**config.mk**
```make
export PLATFORM = sky130hd
export DESIGN_NAME = vga_scan_gen
export DESIGN_NICKNAME = d
export VERILOG_FILES = /design/src/rtl/vga_scan_pkg.sv /design/src/rtl/scan_prescale.sv /design/src/rtl/scan_sr_flag.sv /design/src/rtl/vga_hscan.sv /design/src/rtl/vga_vscan.sv /design/src/rtl/vga_scan_gen.sv
export SDC_FILE = /design/constraint.sdc
export NUM_CORES = 1
export LEC_CHECK = 0
export BUFFER_PORTS_ARGS = -buffer_cell sky130_fd_sc_hd__buf_2
export CORE_MARGIN = 1
export CORE_UTILIZATION = 45
export DETAILED_ROUTE_END_ITERATION = 16
export PLACE_DENSITY = 0.69
export SYNTH_ARGS = -nofsm -noshare
export SYNTH_HDL_FRONTEND = slang
export SYNTH_SLANG_ARGS = --single-unit
export TNS_END_PERCENT = 50
```
**constraint.sdc**
```tcl
create_clock -name clk -period 6.33 [get_ports clk]
set_clock_uncertainty 0.05 [all_clocks]
set_input_delay 0.9495 -clock clk [delete_from_list [all_inputs] [get_ports clk]]
set_output_delay 0.9495 -clock clk [all_outputs]
set_load 0.05 [all_outputs]
```
**src/rtl/vga_scan_pkg.sv**
```systemverilog
package vga_scan_pkg;
  localparam int unsigned DEF_DIV_W      = 2;
  localparam int unsigned DEF_X_W        = 8;
  localparam int unsigned DEF_H_VIS      = 160;
  localparam int unsigned DEF_H_SYNC_ON  = 164;
  localparam int unsigned DEF_H_SYNC_OFF = 188;
  localparam int unsigned DEF_H_TOTAL    = 200;
  localparam int unsigned DEF_Y_W        = 8;
  localparam int unsigned DEF_SUB_W      = 2;
  localparam int unsigned DEF_LINE_W     = 10;
  localparam int unsigned DEF_V_VIS      = 120;
  localparam int unsigned DEF_V_SYNC_ON  = 122;
  localparam int unsigned DEF_V_TOTAL    = 131;
endpackage

```
**src/rtl/scan_prescale.sv**
```systemverilog
module scan_prescale #(
  parameter int unsigned DIV_W = 2
) (
  input  logic clk,
  input  logic rst_n,
  output logic tick
);
  logic [DIV_W-1:0] cnt_q, cnt_nxt;

  always_comb begin
    cnt_nxt = cnt_q + 1'b1;
  end

  always_ff @(posedge clk or negedge rst_n) begin
    if (!rst_n) cnt_q <= '0;
    else        cnt_q <= cnt_nxt;
  end

  assign tick = &cnt_q;

  AST_TICK_SPACING: assert property (@(posedge clk) disable iff (!rst_n)
    tick |=> !tick) else $error("tick on consecutive cycles");
endmodule

```
**src/rtl/scan_sr_flag.sv**
```systemverilog
module scan_sr_flag #(
  parameter logic RST_VAL = 1'b1
) (
  input  logic clk,
  input  logic rst_n,
  input  logic en,
  input  logic set_i,
  input  logic clr_i,
  output logic flag_nxt,
  output logic flag_q
);
  always_comb begin
    flag_nxt = flag_q;
    if (en) begin
      if (set_i)      flag_nxt = 1'b1;
      else if (clr_i) flag_nxt = 1'b0;
    end
  end

  always_ff @(posedge clk or negedge rst_n) begin
    if (!rst_n) flag_q <= RST_VAL;
    else        flag_q <= flag_nxt;
  end
endmodule

```
**src/rtl/vga_hscan.sv**
```systemverilog
module vga_hscan #(
  parameter int unsigned X_W        = 8,
  parameter int unsigned H_VIS      = 160,
  parameter int unsigned H_SYNC_ON  = 164,
  parameter int unsigned H_SYNC_OFF = 188,
  parameter int unsigned H_TOTAL    = 200
) (
  input  logic           clk,
  input  logic           rst_n,
  input  logic           tick_i,
  output logic [X_W-1:0] x_o,
  output logic           h_de_o,
  output logic           h_de_nxt_o,
  output logic           hsync_n_o,
  output logic           line_evt_o
);
  localparam logic [X_W-1:0] X_LAST  = X_W'(H_TOTAL - 1);
  localparam logic [X_W-1:0] X_VIS   = X_W'(H_VIS);
  localparam logic [X_W-1:0] X_SON   = X_W'(H_SYNC_ON);
  localparam logic [X_W-1:0] X_SOFF  = X_W'(H_SYNC_OFF);
  localparam logic [X_W-1:0] X_TOTAL = X_W'(H_TOTAL);

  logic [X_W-1:0] x_q, x_nxt;
  logic           at_last, at_vis, at_son, at_soff;
  logic           hs_nxt_unused;

  always_comb begin
    at_last = (x_q == X_LAST);
    x_nxt   = x_q;
    if (tick_i) x_nxt = at_last ? '0 : x_q + 1'b1;
    at_vis  = tick_i && (x_nxt == X_VIS);
    at_son  = tick_i && (x_nxt == X_SON);
    at_soff = tick_i && (x_nxt == X_SOFF);
  end

  always_ff @(posedge clk or negedge rst_n) begin
    if (!rst_n) x_q <= '0;
    else        x_q <= x_nxt;
  end

  scan_sr_flag #(.RST_VAL(1'b1)) u_hde (
    .clk(clk), .rst_n(rst_n), .en(tick_i),
    .set_i(at_last), .clr_i(at_vis),
    .flag_nxt(h_de_nxt_o), .flag_q(h_de_o)
  );

  scan_sr_flag #(.RST_VAL(1'b1)) u_hsync (
    .clk(clk), .rst_n(rst_n), .en(tick_i),
    .set_i(at_soff), .clr_i(at_son),
    .flag_nxt(hs_nxt_unused), .flag_q(hsync_n_o)
  );

  assign x_o        = x_q;
  assign line_evt_o = at_vis;

  AST_X_RANGE: assert property (@(posedge clk) disable iff (!rst_n)
    x_q < X_TOTAL) else $error("column out of range");
  AST_X_STEP: assert property (@(posedge clk) disable iff (!rst_n)
    $past(tick_i) |-> (x_q == (($past(x_q) == X_LAST) ? '0 : $past(x_q) + 1'b1)))
    else $error("column step wrong");
  AST_X_HOLD: assert property (@(posedge clk) disable iff (!rst_n)
    !$past(tick_i) |-> $stable(x_q)) else $error("column moved without tick");
  AST_HDE_WINDOW: assert property (@(posedge clk) disable iff (!rst_n)
    h_de_o == (x_q < X_VIS)) else $error("h_active window");
  AST_HSYNC_WINDOW: assert property (@(posedge clk) disable iff (!rst_n)
    hsync_n_o == !((x_q >= X_SON) && (x_q < X_SOFF))) else $error("hsync window");
endmodule

```
**src/rtl/vga_vscan.sv**
```systemverilog
module vga_vscan #(
  parameter int unsigned Y_W       = 8,
  parameter int unsigned SUB_W     = 2,
  parameter int unsigned LINE_W    = 10,
  parameter int unsigned V_VIS     = 120,
  parameter int unsigned V_SYNC_ON = 122,
  parameter int unsigned V_TOTAL   = 131
) (
  input  logic              clk,
  input  logic              rst_n,
  input  logic              line_evt_i,
  output logic [Y_W-1:0]    y_o,
  output logic [LINE_W-1:0] line_o,
  output logic              v_de_o,
  output logic              v_de_nxt_o,
  output logic              vsync_n_o
);
  localparam logic [Y_W-1:0]    Y_LAST  = Y_W'(V_TOTAL - 1);
  localparam logic [Y_W-1:0]    Y_VIS   = Y_W'(V_VIS);
  localparam logic [Y_W-1:0]    Y_SON   = Y_W'(V_SYNC_ON);
  localparam logic [Y_W-1:0]    Y_TOTAL = Y_W'(V_TOTAL);
  localparam logic [LINE_W-1:0] L_TOTAL = LINE_W'(V_TOTAL << SUB_W);

  logic [SUB_W-1:0]  sub_q, sub_nxt;
  logic [Y_W-1:0]    y_q, y_nxt;
  logic [LINE_W-1:0] line_q, line_nxt;
  logic              row_adv, frame_wrap, half_row, vs_clr;
  logic              vs_nxt_unused;

  always_comb begin
    row_adv    = line_evt_i && (&sub_q);
    frame_wrap = row_adv && (y_q == Y_LAST);
    sub_nxt    = line_evt_i ? sub_q + 1'b1 : sub_q;
    y_nxt      = y_q;
    if (row_adv) y_nxt = frame_wrap ? '0 : y_q + 1'b1;
    line_nxt   = line_q;
    if (line_evt_i) line_nxt = frame_wrap ? '0 : line_q + 1'b1;
    half_row   = sub_nxt[SUB_W-1] && !sub_q[SUB_W-1];
    vs_clr     = row_adv && (y_nxt == Y_SON);
  end

  always_ff @(posedge clk or negedge rst_n) begin
    if (!rst_n) begin
      sub_q  <= '0;
      y_q    <= '0;
      line_q <= '0;
    end else begin
      sub_q  <= sub_nxt;
      y_q    <= y_nxt;
      line_q <= line_nxt;
    end
  end

  scan_sr_flag #(.RST_VAL(1'b1)) u_vde (
    .clk(clk), .rst_n(rst_n), .en(row_adv),
    .set_i(frame_wrap), .clr_i(y_nxt == Y_VIS),
    .flag_nxt(v_de_nxt_o), .flag_q(v_de_o)
  );

  scan_sr_flag #(.RST_VAL(1'b1)) u_vsync (
    .clk(clk), .rst_n(rst_n), .en(line_evt_i),
    .set_i(half_row), .clr_i(vs_clr),
    .flag_nxt(vs_nxt_unused), .flag_q(vsync_n_o)
  );

  assign y_o    = y_q;
  assign line_o = line_q;

  AST_Y_RANGE: assert property (@(posedge clk) disable iff (!rst_n)
    y_q < Y_TOTAL) else $error("row out of range");
  AST_Y_HOLD: assert property (@(posedge clk) disable iff (!rst_n)
    !$past(line_evt_i) |-> $stable(y_q)) else $error("row moved without line event");
  AST_VDE_WINDOW: assert property (@(posedge clk) disable iff (!rst_n)
    v_de_o == (y_q < Y_VIS)) else $error("v_active window");
  AST_VSYNC_ROW: assert property (@(posedge clk) disable iff (!rst_n)
    !vsync_n_o |-> (y_q == Y_SON)) else $error("vsync outside its row");
  AST_LINE_RANGE: assert property (@(posedge clk) disable iff (!rst_n)
    line_q < L_TOTAL) else $error("scan line out of range");
  AST_LINE_HOLD: assert property (@(posedge clk) disable iff (!rst_n)
    !$past(line_evt_i) |-> $stable(line_q)) else $error("scan line moved");
endmodule

```
**src/rtl/vga_scan_gen.sv**
```systemverilog
module vga_scan_gen
  import vga_scan_pkg::*;
#(
  parameter int unsigned DIV_W      = DEF_DIV_W,
  parameter int unsigned X_W        = DEF_X_W,
  parameter int unsigned H_VIS      = DEF_H_VIS,
  parameter int unsigned H_SYNC_ON  = DEF_H_SYNC_ON,
  parameter int unsigned H_SYNC_OFF = DEF_H_SYNC_OFF,
  parameter int unsigned H_TOTAL    = DEF_H_TOTAL,
  parameter int unsigned Y_W        = DEF_Y_W,
  parameter int unsigned SUB_W      = DEF_SUB_W,
  parameter int unsigned LINE_W     = DEF_LINE_W,
  parameter int unsigned V_VIS      = DEF_V_VIS,
  parameter int unsigned V_SYNC_ON  = DEF_V_SYNC_ON,
  parameter int unsigned V_TOTAL    = DEF_V_TOTAL
) (
  input  logic              clk,
  input  logic              rst_n,
  output logic [X_W-1:0]    col,
  output logic [Y_W-1:0]    row,
  output logic [LINE_W-1:0] scan_line,
  output logic              h_active,
  output logic              v_active,
  output logic              pix_active,
  output logic              hsync_n,
  output logic              vsync_n
);
  logic tick, line_evt, h_de_nxt, v_de_nxt;
  logic de_q, de_nxt;

  scan_prescale #(.DIV_W(DIV_W)) u_pre (
    .clk(clk), .rst_n(rst_n), .tick(tick)
  );

  vga_hscan #(
    .X_W(X_W), .H_VIS(H_VIS), .H_SYNC_ON(H_SYNC_ON),
    .H_SYNC_OFF(H_SYNC_OFF), .H_TOTAL(H_TOTAL)
  ) u_h (
    .clk(clk), .rst_n(rst_n), .tick_i(tick),
    .x_o(col), .h_de_o(h_active), .h_de_nxt_o(h_de_nxt),
    .hsync_n_o(hsync_n), .line_evt_o(line_evt)
  );

  vga_vscan #(
    .Y_W(Y_W), .SUB_W(SUB_W), .LINE_W(LINE_W),
    .V_VIS(V_VIS), .V_SYNC_ON(V_SYNC_ON), .V_TOTAL(V_TOTAL)
  ) u_v (
    .clk(clk), .rst_n(rst_n), .line_evt_i(line_evt),
    .y_o(row), .line_o(scan_line), .v_de_o(v_active),
    .v_de_nxt_o(v_de_nxt), .vsync_n_o(vsync_n)
  );

  always_comb begin
    de_nxt = h_de_nxt && v_de_nxt;
  end

  always_ff @(posedge clk or negedge rst_n) begin
    if (!rst_n) de_q <= 1'b1;
    else        de_q <= de_nxt;
  end

  assign pix_active = de_q;

  AST_DE_AND: assert property (@(posedge clk) disable iff (!rst_n)
    pix_active == (h_active && v_active)) else $error("pix_active mismatch");
endmodule

```
### After elaboration in Yosys (flattened, before gate mapping)

Index checks and enable logic that the tools add are counted.

* register bits after elaboration: 35
* bits of input ports: 2
* output and inout bits: 31
* word-level logic and storage cells: 54

* add/sub/neg operators: 5
* equality and inequality tests: 7
* mux-type cells: 16
* reduce and logical (&&, ||, !) cells: 15

Operators with widths (count)
* $eq 8x8->1 const B: 5
* $mux 8: 4
* $add 8x1->8 const B: 2
* $eq 8x7->1 const B: 2
* $add 10x1->10 const B: 1
* $mux 1: 10
* $mux 10: 1
* $logic_and 1x1->1: 8
* $reduce_and 2->1: 3
* $add 2x1->2 const B: 2
* $reduce_bool 2->1: 2
* $reduce_and 3->1: 1
* $mux 2: 1
* $logic_not 1->1: 1

### Depth between registers and ports, before layout

* word-level depth: 14
* depth in mapped cells: 10
* mapped depth without buffers: 7

### Cells and area by module

A second synthesis with hierarchy kept.

* cells, all modules: 199
* area total of the unflattened synthesis: 2026.9 sq um

Modules (own cells, without submodules)
* vga_vscan: times used 1, cells each 115, area each 1142.3 sq um, sequential area each 500.5 sq um
* vga_hscan: times used 1, cells each 66, area each 630.6 sq um, sequential area each 200.2 sq um
* scan_sr_flag: times used 4, cells each 3, area each 38.8 sq um, sequential area each 26.3 sq um
* scan_prescale: times used 1, cells each 4, area each 66.3 sq um, sequential area each 50.0 sq um
* vga_scan_gen: times used 1, cells each 2, area each 32.5 sq um, sequential area each 26.3 sq um

### Least setup slack after synthesis

OpenSTA, ideal clock, no wires.

* path kind: register to register
* from: register u_h.x_q[0], in the netlist u_h.x_o[0]
* to: register de_q, in the netlist pix_active
* library setup time: 0.077 ns
* data arrival time: 2.562 ns
* data required time: 6.203 ns
* path slack: 3.641 ns
* cell stages (with the launch flop): 9
* path buffers: 1
* clock period less this slack: 2.689 ns
* cell sequence: dfrtp_1 > ha_1 > nand3_1 > or4b_1 > and4_4 > and3_1 > and4_1 > buf_2 > o21a_1

* longest elaborated chain between the ends: 14
* elaborated cells on any way between the ends: 18
* classes of those cells: add/sub (1); eq/ne (3); mux (10); reduce/logical (4)

RTL lines
* start: declaration: line vga_hscan.sv:23 `logic [X_W-1:0] x_q, x_nxt;`
* start signal: assignment: line vga_hscan.sv:38 `else x_q <= x_nxt;`
* $add 8x1->8 / $eq 8x8->1 (equally long branches): line vga_hscan.sv:30, vga_hscan.sv:28
* $mux 8 (2 in a row): line vga_hscan.sv:30 `if (tick_i) x_nxt = at_last ? '0 : x_q + 1'b1;`
* $eq 8x8->1: line vga_hscan.sv:31 `at_vis = tick_i && (x_nxt == X_VIS);`
* $logic_and 1x1->1: line vga_hscan.sv:31
* $logic_and 1x1->1: line vga_vscan.sv:31 `row_adv = line_evt_i && (&sub_q);`
* $logic_and 1x1->1: line vga_vscan.sv:32 `frame_wrap = row_adv && (y_q == Y_LAST);`
* $mux 8 (2 in a row): line vga_vscan.sv:35 `if (row_adv) y_nxt = frame_wrap ? '0 : y_q + 1'b1;`
* $eq 8x7->1: line vga_vscan.sv:56 `.set_i(frame_wrap), .clr_i(y_nxt == Y_VIS),`
* $mux 1: line scan_sr_flag.sv:16 `else if (clr_i) flag_nxt = 1'b0;`
* $mux 1: line scan_sr_flag.sv:15 `if (set_i) flag_nxt = 1'b1;`
* $mux 1: line scan_sr_flag.sv:14 `if (en) begin`
* $logic_and 1x1->1 (*): line vga_scan_gen.sv:54 `de_nxt = h_de_nxt && v_de_nxt;`
* named net de_nxt: line vga_scan_gen.sv:29 `logic de_q, de_nxt;`
* end signal: assignment: line vga_scan_gen.sv:59 `else de_q <= de_nxt;`
* end: declaration: line vga_scan_gen.sv:29

Mark *: on every way through the listed nets, which the timed path passes. The rest lies on a longest branch.
A chain may end at the register's enable or synchronous reset.

### Worst setup path in the final report

* from: register u_pre.cnt_q[0]
* to: register u_v.line_q[8], in the netlist u_v.line_o[8]

* longest elaborated chain between the ends: 7

RTL lines
* start: declaration: line scan_prescale.sv:8 `logic [DIV_W-1:0] cnt_q, cnt_nxt;`
* start signal: assignment: line scan_prescale.sv:16 `else cnt_q <= cnt_nxt;`
* $reduce_and 2->1 (*): line scan_prescale.sv:19 `assign tick = &cnt_q;`
* $mux 8: line vga_hscan.sv:30
* $eq 8x8->1: line vga_hscan.sv:31
* $logic_and 1x1->1 (*): line vga_hscan.sv:31
* $logic_and 1x1->1: line vga_vscan.sv:31
* $logic_and 1x1->1: line vga_vscan.sv:32
* $mux 10: line vga_vscan.sv:37 `if (line_evt_i) line_nxt = frame_wrap ? '0 : line_q + 1'b1;`
* end signal: assignment: line vga_vscan.sv:50 `line_q <= line_nxt;`
* end: declaration: line vga_vscan.sv:26 `logic [LINE_W-1:0] line_q, line_nxt;`

Every way passes the cells marked *; elsewhere a longest branch is shown, timed or not.

==> impl_metrics.json <==
{
  "drv_cap": 0,
  "ys_dominant_reg_cell": "dfrtp_1",
  "powerDensity_mw_per_mm2": 175.4,
  "synthCells": 197,
  "switching_share_pct": 21.33,
  "top_layer": "met4",
  "final_core_util_pct": 53.78,
  "p_sw_mw": 0.08164,
  "ctsHoldBuffers": 0,
  "startpoint_type": "register",
  "hold_class": "reg -> reg",
  "drtPass1Iterations": 4,
  "clkPwrFrac_pct": 40.4,
  "gp_congestion": 0.8023,
  "cts-htree-levels": 2,
  "cts_sinks": 35,
  "clkTransAtPathRegs_ns": 0.07,
  "start_util_pct": 47.33,
  "comb_power_share_pct": 1.1,
  "required_ns": 6.50,
  "worstPathArrival_ns": 3.01,
  "synth_nets": 205,
  "yosys_warnings": 0,
  "synth_seq_cells": 35,
  "clk_latency_ns": 0.29,
  "antenna_found_initial": 0,
  "clock.fmax_mhz": 352.2,
  "gr-usage-all-layers_pct": 19.61,
  "internal-power_mw": 0.3011,
  "met2_length_um": 1854,
  "yosys.area.top_type": "dfrtp_1",
  "synth_cell_type_count": 50,
  "sequentialPowerShare_pct": 58.5,
  "slew_violations": 0,
  "critPathCaptureType": "register",
  "die_x_um": 67.33,
  "area_delta_synth_final_pct": 13.62,
  "row_count": 23,
  "period_share_pct": 44.85,
  "dieHeight_um": 67.33,
  "period_needed_ns": 2.839,
  "grt_max_degree": 36,
  "overflow": 0,
  "clock-root-buffer": "clkbuf_8",
  "portBuffers": 32,
  "slew_headroom_pct": 34.10,
  "hold_viol_final": 0,
  "vias": 1603,
  "synth_edf_count": 0,
  "clockBufferDepth": 2,
  "path_class": "reg -> reg",
  "p_leak_nw": 1.013,
  "irDropWorstVdd_v": 0.0001251,
  "cts_setup_buffers": 0,
  "status": "complete, no violations",
  "n_antenna_cell": 0,
  "viasPerCell": 5.766,
  "n_fill_cell": 396,
  "dp_hpwl_um": 2794,
  "design.core.area_mm2": 0.004058,
  "cp_max_fo": 26,
  "die_area_mm2": 0.004533,
  "netlist_area_mm2": 0.001921,
  "setup_tns_ns": 0,
  "drt-initial-drc-count": 107,
  "finalSetupViolations": 0,
  "synth_area_leaders": "dfrtp_1 (39%), dfstp_2 (6.8%), ha_1 (3.9%)",
  "cts_tree": "yes",
  "io_pins": 33,
  "ant_nets": 0,
  "wl_um": 3955,
  "seq_area_frac_synth_pct": 45.93,
  "grt_pass1_vias": 1356,
  "multi_input_area_um2": 965.9,
  "grt_pass1_wl_um": 6410,
  "synthArstFlopShare_pct": 100.0,
  "drc": 0,
  "wl_met1_um": 1889,
  "drive_above_1_share_pct": 22.37,
  "cts_resized": 0,
  "routedWlPerCell_um": 14.23,
  "grt_setup_unrepaired": "no",
  "power_mw": 0.3828,
  "synth_top_area_share_pct": 39.09,
  "avgSynthCellArea_um2": 9.749,
  "cts_buffers": 5,
  "worst_pin_slew_ns": 0.9795,
  "dr_wl_met3_um": 132,
  "nets": 235,
  "area.sequential_um2": 882.1
}
## stage by stage
step | instance area (um^2) | setup slack, ns | cells | hold WS (ns)
global placement | 2101 | 3.589 | 270 | 0.3768
floorplan | 1921 | 3.641 | 197 | 0.3639
CTS | 2182 | 3.510 | 278 | 0.3991
detailed placement | 2101 | 3.508 | 270 | 0.3856
global route | 2182 | 3.303 | 278 | 0.4147
finish | 2182 | 3.491 | 278 | 0.3957
## cell type report
type                            count  area share [%]
Inverter                            8           1.376
Tap cell                           50           2.867
Clock buffer                        7           3.498
Multi-Input combinational cell    145           44.27
Clock inverter                      1          0.2294
Sequential cell                    35           40.42
Timing Repair Buffer               32           7.339
## worst max-delay path, stage by stage (launching register included)
cell      delay [ns]
dfrtp_1         0.36
ha_1            0.35
nand4_4         0.18
or3_4           0.42
a211oi_4        0.31
nand4_4         0.35
or4_1           0.60
a21oi_1         0.15
## path summary, 6_finish.rpt
path | startpoint | endpoint | slack, ns | depth (start not counted)
hold reg to reg | u_pre.cnt_q[0] | u_pre.cnt_q[0] | 0.40 | 1
setup / recovery | u_pre.cnt_q[0] | u_v.line_o[8] | 3.49 | 7
max in group asynchronous | rst_n | u_v.y_o[1] | 5.05 | 1
hold / removal | u_pre.cnt_q[0] | u_pre.cnt_q[0] | 0.40 | 1
setup reg to reg | u_pre.cnt_q[0] | u_v.line_o[8] | 3.49 | 7
min in group asynchronous | rst_n | u_h.x_o[6] | 0.69 | 1
## power groups by stage
stage,clock network (mW),registers [mW],logic [mW]
3_3_place_gp,0,0.228,0.00502
2_1_floorplan,0,0.228,0.000000369
4_1_cts,0.160,0.224,0.00493
3_5_place_dp,0,0.228,0.00491
6_report,0.155,0.224,0.00436
5_1_grt,0.172,0.224,0.00551
## state kept, by name, summed over array words and instances (netlist names), 2 cells and up
name / count
u_h.x_o: 8
u_v.y_o: 8
u_pre.cnt_q: 2
u_v.line_o: 10
u_v.sub_q: 2
## per-layer routing
metal  track usage (%)  vias to the layer above
li1                  -                      786
met1             26.18                      783
met2             28.88                       25
met3             6.588                        9
met4             8.245                        0
met5                 0                        -
## cells in the final DEF, fill, tap and decap left out, types with 3 or more instances in the layout
cell / Yosys / routed
nand4_1: 8 / 8
xnor2_1: 7 / 7
nand3_1: 13 / 13
and3_1: 5 / 5
ha_1: 6 / 6
nor4_1: 3 / 3
a31oi_1: 3 / 3
inv_1: 8 / 8
buf_2: 4 / 32
a21o_1: 3 / 3
nand2_1: 19 / 19
o31ai_1: 6 / 6
dfstp_2: 5 / 5
dfrtp_1: 30 / 30
a21oi_1: 9 / 9
and2_1: 3 / 3
clkbuf_8: 0 / 5
nor2_1: 11 / 11
o21ai_0: 9 / 9
or3_1: 5 / 5
## cells by family after synthesis
family,synth area share [%]
simple gates,24.89
compound gates,16.29
flops,45.93
buf+inv,3.779
xor+xnor,4.104
fa+ha+maj,3.909
mux,1.107
## synth_stat cells, drive strengths merged (4+ instances only)
library cell and number:
dfrtp 30, nand2 19, nand3 13, nor2 11, nand4 10, o21ai 10, a21oi 9, inv 8
xnor2 7, buf 6, ha 6, o31ai 6, or3 6, and3 5, dfstp 5, and2 4
(Power assumes the default switching activity.)
